**src/rtl/sse_pkg.sv**
```systemverilog
package sse_pkg;

    // Fibonacci feedback taps of x^32+x^22+x^2+x+1 (state bits 31,21,1,0)
    localparam logic [31:0] FB_MASK_32 = 32'h8020_0003;

    // control decode carried through the state stage
    typedef enum logic [1:0] {
        OP_HOLD  = 2'd0,
        OP_SHIFT = 2'd1,
        OP_CLEAR = 2'd2
    } op_e;

    typedef struct packed {
        op_e  op;
        logic upd_out;
    } ctrl_t;

    // state position that receives input bit j
    function automatic int inj_pos(input int j, input int w, input int n_in);
        return j * (w / n_in);
    endfunction

    // one of the three state taps that feed chain k
    function automatic int ps_tap(input int k, input int idx, input int w);
        int grp;
        int a;
        grp = k / w;
        a   = k % w;
        case (idx)
            0:       return a;
            1:       return (a + 3 + 2 * grp) % w;
            default: return (a + 11 + 5 * grp) % w;
        endcase
    endfunction

    function automatic ctrl_t decode_ctrl(input logic rst, input logic init,
                                          input logic shift_en);
        ctrl_t c;
        if (rst || init) begin
            c.op      = OP_CLEAR;
            c.upd_out = 1'b1;
        end else if (shift_en) begin
            c.op      = OP_SHIFT;
            c.upd_out = 1'b1;
        end else begin
            c.op      = OP_HOLD;
            c.upd_out = 1'b0;
        end
        return c;
    endfunction

endpackage

```
**src/rtl/sse_ring.sv**
```systemverilog
module sse_ring #(
    parameter int          W       = 32,
    parameter int          NI      = 4,
    parameter logic [W-1:0] FB     = 32'h8020_0003
) (
    input  logic          clk,
    input  logic          rst,
    input  logic          init,
    input  logic          shift_en,
    input  logic [NI-1:0] scan_in,
    output logic [W-1:0]  state_q,
    output logic [W-1:0]  state_nx
);
    import sse_pkg::*;

    logic [W-1:0] inj_vec;
    logic [W-1:0] moved;
    ctrl_t        ctrl;

    // place each input bit at its own spread-out position
    generate
        for (genvar b = 0; b < W; b++) begin : g_inj
            if ((b % (W / NI)) == 0 && (b / (W / NI)) < NI) begin : g_hit
                assign inj_vec[b] = scan_in[b / (W / NI)];
            end else begin : g_miss
                assign inj_vec[b] = 1'b0;
            end
        end
    endgenerate

    assign moved = {state_q[W-2:0], ^(state_q & FB)};
    assign ctrl  = decode_ctrl(rst, init, shift_en);

    always_comb begin
        case (ctrl.op)
            OP_CLEAR: state_nx = '0;
            OP_SHIFT: state_nx = moved ^ inj_vec;
            default:  state_nx = state_q;
        endcase
    end

    always_ff @(posedge clk) begin
        state_q <= state_nx;
    end

endmodule

```
**src/rtl/sse_phase_net.sv**
```systemverilog
module sse_phase_net #(
    parameter int W  = 32,
    parameter int NC = 120
) (
    input  logic [W-1:0]  state_in,
    output logic [NC-1:0] chain_bits
);
    generate
        for (genvar k = 0; k < NC; k++) begin : g_chain
            localparam int TA = sse_pkg::ps_tap(k, 0, W);
            localparam int TB = sse_pkg::ps_tap(k, 1, W);
            localparam int TC = sse_pkg::ps_tap(k, 2, W);
            assign chain_bits[k] = state_in[TA] ^ state_in[TB] ^ state_in[TC];
        end
    endgenerate
endmodule

```
**src/rtl/scan_stim_expander.sv**
```systemverilog
module scan_stim_expander #(
    parameter int N_IN    = 4,
    parameter int N_CHAIN = 120,
    parameter int STATE_W = 32
) (
    input  logic               clk,
    input  logic               rst,
    input  logic               init,
    input  logic               shift_en,
    input  logic [N_IN-1:0]    scan_in,
    output logic [N_CHAIN-1:0] chain_out
);
    import sse_pkg::*;

    localparam logic [STATE_W-1:0] FB = STATE_W'(FB_MASK_32);

    logic [STATE_W-1:0] state_q;
    logic [STATE_W-1:0] state_nx;
    logic [N_CHAIN-1:0] chain_nx;
    ctrl_t              ctrl;

    sse_ring #(.W(STATE_W), .NI(N_IN), .FB(FB)) u_ring (
        .clk      (clk),
        .rst      (rst),
        .init     (init),
        .shift_en (shift_en),
        .scan_in  (scan_in),
        .state_q  (state_q),
        .state_nx (state_nx)
    );

    sse_phase_net #(.W(STATE_W), .NC(N_CHAIN)) u_phase (
        .state_in   (state_nx),
        .chain_bits (chain_nx)
    );

    assign ctrl = decode_ctrl(rst, init, shift_en);

    always_ff @(posedge clk) begin
        if (ctrl.upd_out) begin
            chain_out <= chain_nx;
        end
    end

endmodule

```
**config.mk**
```make
export PLATFORM = sky130hd
export DESIGN_NAME = scan_stim_expander
export DESIGN_NICKNAME = d
export VERILOG_FILES = /design/src/rtl/sse_pkg.sv /design/src/rtl/sse_ring.sv /design/src/rtl/sse_phase_net.sv /design/src/rtl/scan_stim_expander.sv
export SDC_FILE = /design/constraint.sdc
export NUM_CORES = 1
export LEC_CHECK = 0
export BUFFER_PORTS_ARGS = -buffer_cell sky130_fd_sc_hd__buf_2
export CAP_MARGIN = 20
export CORE_MARGIN = 2
export CORE_UTILIZATION = 35
export DETAILED_ROUTE_END_ITERATION = 8
export SYNTH_ARGS = -nofsm -noshare
export SYNTH_HDL_FRONTEND = slang
export SYNTH_HIERARCHICAL = 1
export SYNTH_SLANG_ARGS = --single-unit
```
**constraint.sdc**
```tcl
create_clock -name clk -period 3.5 [get_ports clk]
set_clock_uncertainty 0.2 [all_clocks]
set_input_delay 0.35 -clock clk [delete_from_list [all_inputs] [get_ports clk]]
set_output_delay 0.35 -clock clk [all_outputs]
set_load 0.005 [all_outputs]
```
==> results of run 1 <==
## per-stage QoR
step                      utilization, %  power [mW]
after floorplan                        -        2.16
after global placement              39.5        2.26
after detailed placement            39.5        2.26
after CTS                           41.8        3.88
after global routing                41.8        3.97
final                               41.8        3.83
## layout by cell type (no fill, tap or decap), types with 2 or more instances in the layout
master | netlist | layout
buf_2 | 6 | 127
edfxtp_1 | 120 | 120
xor3_1 | 115 | 115
dfxtp_1 | 32 | 32
a22o_1 | 31 | 31
buf_4 | 12 | 18
clkbuf_16 | 0 | 17
clkinv_1 | 0 | 5
xor3_4 | 5 | 5
xor2_1 | 4 | 4
clkinvlp_4 | 0 | 3
clkinv_4 | 0 | 2
inv_6 | 0 | 2
clkbuf_1 | 0 | 2
xnor2_1 | 2 | 2
## worst max path at each step
| stage | startpoint | endpoint | slack [ns] | cells after the start |
|---|---|---|---|---|
| 4_1_cts | u_ring/state_q[1] | chain_out[89] | 0.94 | 5 |
| 6_report | u_ring/state_q[1] | chain_out[89] | 0.96 | 5 |
| 2_1_floorplan | init | chain_out[0] | 1.08 | 1 |
| 3_3_place_gp | init | chain_out[89] | 0.76 | 5 |
| 3_5_place_dp | init | chain_out[4] | 0.75 | 5 |
| 5_1_grt | u_ring/state_q[1] | chain_out[89] | 0.88 | 5 |
## power by group through the flow
stage	Sequential (mW)	Combinational (mW)	Clock (mW)
floorplan	2.08	0.0776	0
global placement	2.08	0.179	0
detailed placement	2.08	0.180	0
CTS	2.04	0.182	1.66
global route	2.05	0.194	1.73
finish	2.04	0.177	1.62
## kinds of logic (layout without fill, tap and decap cells)
kind of cell / count (synthesis) / in the layout / share of synthesized area, %
flops: 152 / 152 / 54.1
compound gates: 33 / 33 / 3.64
xor+xnor: 126 / 126 / 37.3
buf+inv: 39 / 178 / 4.54
simple gates: 6 / 6 / 0.478
## routing by layer
metal  track usage (%)  vias to the layer above
li1                  -                     1608
met5                 0                        -
met4              3.36                        0
met2              24.6                      145
met3              4.06                        9
met1              21.9                     1861
## cell type report
class	count	area, µm²	area share (%)
well taps	280	350	3.83
clock buffers	19	433	4.73
clock inverters	13	81.3	0.889
flip-flops and latches	152	4240	46.4
multi-input cells	165	3250	35.5
repair buffers	146	791	8.64
## state kept, by name, indices dropped and copies added, names as in the netlist
name,flops
chain_out,120
u_ring/state_q,32
## worst register-to-register path, cell delays in order (launching register included)
cell and delay, ns:
dfxtp_1 0.42, xor2_1 0.19, xnor2_1 0.12, a21oi_1 0.16, a31o_1 0.70, xor3_1 0.50
==> reports/qor.yml, run 1 <==
status:
  outcome: "complete, no violations"
synthesis:
  synth_top_area_share_pct: 45.9
  yosysUniqueCellTypes: 18
  synth-main-ff-cell: "edfxtp_1"
  avgSynthCellArea_um2: 22.0
  synth_area_leaders: "edfxtp_1 46%, xor3_1 35%, dfxtp_1 8.2%, a22o_1 3.5%, buf_6 3.0%"
  syn_inst: 356
  ys_warn_count: 6
  yosysTopAreaCell: "edfxtp_1"
  seq_area_frac_synth_pct: 54.1
  synth_nets: 364
  synth-async-reset-ratio_pct: 0
  syn_area_um2: 7850
  synth_seq_cells: 152
  yosysMostFrequentCell: "edfxtp_1"
  synth_edf_count: 120
  synthTopCellsByCount: "120 x edfxtp_1, 115 x xor3_1, 32 x dfxtp_1, 31 x a22o_1, 21 x buf_6"
min_path:
  hold_path_depth: 3
  holdPathEnd: "u_ring/state_q[8]"
  hold_start: "scan_in[1]"
  hold_class: "in -> reg"
place:
  dp_slack_ns: 0.754
  portBuffers: 127
  dpl_cell_area_um2: 8640
  post-place-cells: 743
  place_hpwl_mm: 11.5
  gp_congestion: 0.808
critical_path:
  r2r_slack_ns: 0.96
  crit_chain: "xor2_1, xnor2_1, a21oi_1, a31o_1, xor3_1"
  crit_family: "compound AO/OA/AOI/OAI gates"
  end_kind: "flop"
  criticalPathCategory: "reg -> reg"
  path_buf_inv: 0
  critPathSlowestCell: "a31o_1"
  slowest_delay_ns: 0.70
  ff2ff_path_depth: 5
  cp_max_fo: 13
  r2r_start: "u_ring/state_q[1]"
  r2r-end: "chain_out[89]"
  cp.arrival_ns: 2.50
  crit_path_start_kind: "flop"
  cp_data_required_time_ns: 3.45
power_and_ir_drop:
  p_sw_uw: 837
  leakage_nw: 4.20
  share_comb_of_total_power_pct: 4.6
  p_int_mw: 3.00
  ir_drop_v: 0.000269
  clkPwrFrac_pct: 42.2
  netSwitchingFraction_pct: 21.8
  power_density_nw_per_um2: 419
  seqPwrFrac_pct: 53.2
detailed_routing:
  wl_met3_mm: 1.19
  vias: 3623
  ant_nets: 0
  wl_mm: 17.8
  top_layer: "met4"
  via_per_inst: 4.67
  drt_iter0_drc: 303
  drc: 0
  wl_met2_mm: 8.45
  first_pass_iters: 4
  drt-met1-wl_mm: 8.04
  wl_per_cell_um: 23.0
layout:
  layout.nets: 490
  antenna_cells: 0
  nFillCells: 1949
  final_cell_count_no_fill: 775
  area_growth_pct: 16.6
  drive_gt1_share_pct: 36.2
  finish.instance_area_um2: 9150
timing:
  rsz0062_at_grt: "no"
  slew_violations: 0
  period_share_pct: 72.7
  setup_viol: 0
  hold_slack_ns: 0.281
  finalWorstSetupSlack_ns: 0.956
  relSlewSlack_pct: 41.2
  min_period_ns: 2.54
  hold_viol_final: 0
  max_freq_ghz: 0.393
  setup_tns_ns: 0
  tightest_slew_ns: 0.882
floorplan:
  initial_utilization_pct: 35.8
  dieArea_um2: 23600
  pin_count: 128
  die-width_um: 154
  placementRows: 54
  die_h_um: 154
  core_um2: 21900
clocking:
  ctsHtreeMaxLevel: 4
  cts_tree: "done"
  cts_hold_buf: 0
  cts-root-buf: "clkbuf_16"
  cts_buffers: 17
  cts_sinks: 152
  clk_pin_slew_ns: 0.06
  clk_latency_ns: 0.42
  postCtsSetupBuffers: 0
  cts_resized: 0
  clk_path_buf_depth: 2
grt:
  grt_max_degree: 69
  antenna_found_initial: 0
  grt_overflow: 0
  grt_pass1_vias: 3846
  grt_pass1_wl_mm: 26.6
  gr-usage-all-layers_pct: 15.6
run:
  drv_cap: 0
Power figures use the tool's default switching activity.
==> run 2: changes to the inputs <==
==> constraint.sdc (replaced) <==
create_clock -name clk -period 2.5 [get_ports clk]
set_clock_uncertainty 0.2 [all_clocks]
set_input_delay 0.25 -clock clk [delete_from_list [all_inputs] [get_ports clk]]
set_output_delay 0.25 -clock clk [all_outputs]
set_load 0.005 [all_outputs]
==> run 2 against run 1 <==
Compared with the run above: count of clock-buffer cells in the layout shrank 2; cell area is 4.4% higher; wire length decreased by 0.31%; hold slack worse by 0.11 ns; combinational power rose by 44%; clock power rose by 45%; critical path depth rose by 1; core utilization grew 1.8 points; register-to-register slack got worse by 0.56 ns; fmax grew 21%; critical path type unchanged; critical endpoint is now chain_out[119].
==> reports/qor.yml, run 2 (synthesized netlist as in run 1, its figures left out) <==
status:
  outcome: "complete, no violations"
critical_path:
  path_depth: 6
  cp.arrival_ns: 2.06
  r2r_start: "u_ring/state_q[31]"
  cp_max_fo: 13
  r2r_slack_ns: 0.39
  ff2ff_path_depth: 6
  crit_path_start_kind: "flop"
  criticalPathCategory: "reg -> reg"
  crit_family: "XOR/XNOR gates"
  cpMostUsedCell: "xnor2_1"
  end_kind: "flop"
  critPathSlowestCell: "xor3_1"
  crit_chain: "xnor2_1, xnor2_1, a21oi_1, a31o_1, buf_12, xor3_1"
  r2r-end: "chain_out[119]"
  path_buf_inv: 1
  cp_data_required_time_ns: 2.45
  slowest_delay_ns: 0.40
layout:
  layout.nets: 525
  antenna_cells: 0
  postLayoutCoreUtil_pct: 43.6
  nFillCells: 1953
  largestRegisters: "chain_out: 120 flops, u_ring/state_q: 32 flops"
  regMostFlops: "chain_out"
  area_growth_pct: 21.7
  drive_gt1_share_pct: 41.5
  final_common_cell: "buf_2"
  multi_input_area_um2: 3250
  most-common-layout-cells: "127 x buf_2, 120 x edfxtp_1, 115 x xor3_1, 44 x buf_4, 32 x dfxtp_1"
  register_area_um2: 4240
  largest_reg_flops: 120
grt:
  grt_overflow: 0
  grt_max_degree: 50
  antenna_found_initial: 0
  grt_pass1_vias: 3964
  grt_pass1_wl_mm: 26.6
  gr-usage-all-layers_pct: 15.5
power_and_ir_drop:
  ir_drop_v: 0.000395
  power_density_nw_per_um2: 571
  leakage_nw: 4.43
floorplan:
  die_h_um: 154
  core_um2: 21900
  die-width_um: 154
  initial_utilization_pct: 35.8
  dieArea_um2: 23600
  pin_count: 128
  placementRows: 54
min_path:
  hold_start: "shift_en"
  hold_path_depth: 3
  holdPathEnd: "u_ring/state_q[0]"
  hold_class: "in -> reg"
detailed_routing:
  wl_per_cell_um: 21.9
  drc: 0
  via_per_inst: 4.61
  first_pass_iters: 4
  ant_nets: 0
  drt_iter0_drc: 207
  vias: 3734
  wl_mm: 17.7
place:
  place_hpwl_mm: 12.0
  portBuffers: 127
  gp_congestion: 0.808
timing:
  slew_violations: 0
  min_period_ns: 2.11
  rsz0062_at_grt: "no"
  hold_slack_ns: 0.175
  relSlewSlack_pct: 71.4
  tightest_slew_ns: 0.429
  max_freq_ghz: 0.475
  hold_viol_final: 0
  setup_viol: 0
  period_share_pct: 84.3
  setup_tns_ns: 0
clocking:
  clk_pin_slew_ns: 0.06
  clk_path_buf_depth: 2
  cts_resized: 0
  clk_latency_ns: 0.42
  cts_tree: "done"
  cts_hold_buf: 0
  ctsHtreeMaxLevel: 4
  postCtsSetupBuffers: 0
  cts_buffers: 17
  cts-root-buf: "clkbuf_16"
  cts_sinks: 152
run:
  drv_cap: 0
==> run 2: through the flow <==
stage | setup WS [ns] | power (mW) | instance area (µm²) | cells
final | 0.393 | 5.46 | 9550 | 810
after global routing | 0.300 | 5.66 | 9550 | 810
after CTS | 0.385 | 5.52 | 9550 | 810
after detailed placement | 0.153 | 3.17 | 9010 | 778
after global placement | 0.150 | 3.17 | 9010 | 778
after floorplan | 0.178 | 3.02 | 7850 | 356
==> run 2: layout make-up <==
class                      instances  area share (%)
clock buffer                      17            4.45
clock inverter                    15            1.22
multi-input combinational        165            34.0
sequential                       152            44.4
tap                              280            3.67
timing repair buffer             181            12.2
==> run 2: worst max-delay path by stage <==
stage	from	endpoint
2_1_floorplan	init	chain_out[0]
3_3_place_gp	init	chain_out[33]
3_5_place_dp	init	chain_out[33]
4_1_cts	u_ring/state_q[31]	chain_out[119]
5_1_grt	u_ring/state_q[31]	chain_out[119]
6_report	u_ring/state_q[31]	chain_out[119]
==> run 2: routing by layer <==
metal	vias to the layer above	track usage, %	share of wire (%)
met5	-	0	0
met4	0	3.84	0.94
met2	117	24.6	47
met3	11	3.75	5.0
li1	1685	-	-
met1	1921	21.6	47
==> run 2: report_power, final <==
| part | switching [mW] | internal (mW) | leakage, nW |
|---|---|---|---|
| Clock | 1.06 | 1.29 | 0.257 |
| Sequential | 0.0375 | 2.82 | 1.65 |
| Combinational | 0.126 | 0.129 | 2.52 |
| Total | 1.23 | 4.23 | 4.43 |
==> run 2: tightest hold or removal path, delay by kind of cell <==
| family | cells | cell delay, ns |
|---|---|---|
| buffers and inverters | 2 | 0.30 |
| AO/OA/AOI/OAI | 1 | 0.19 |
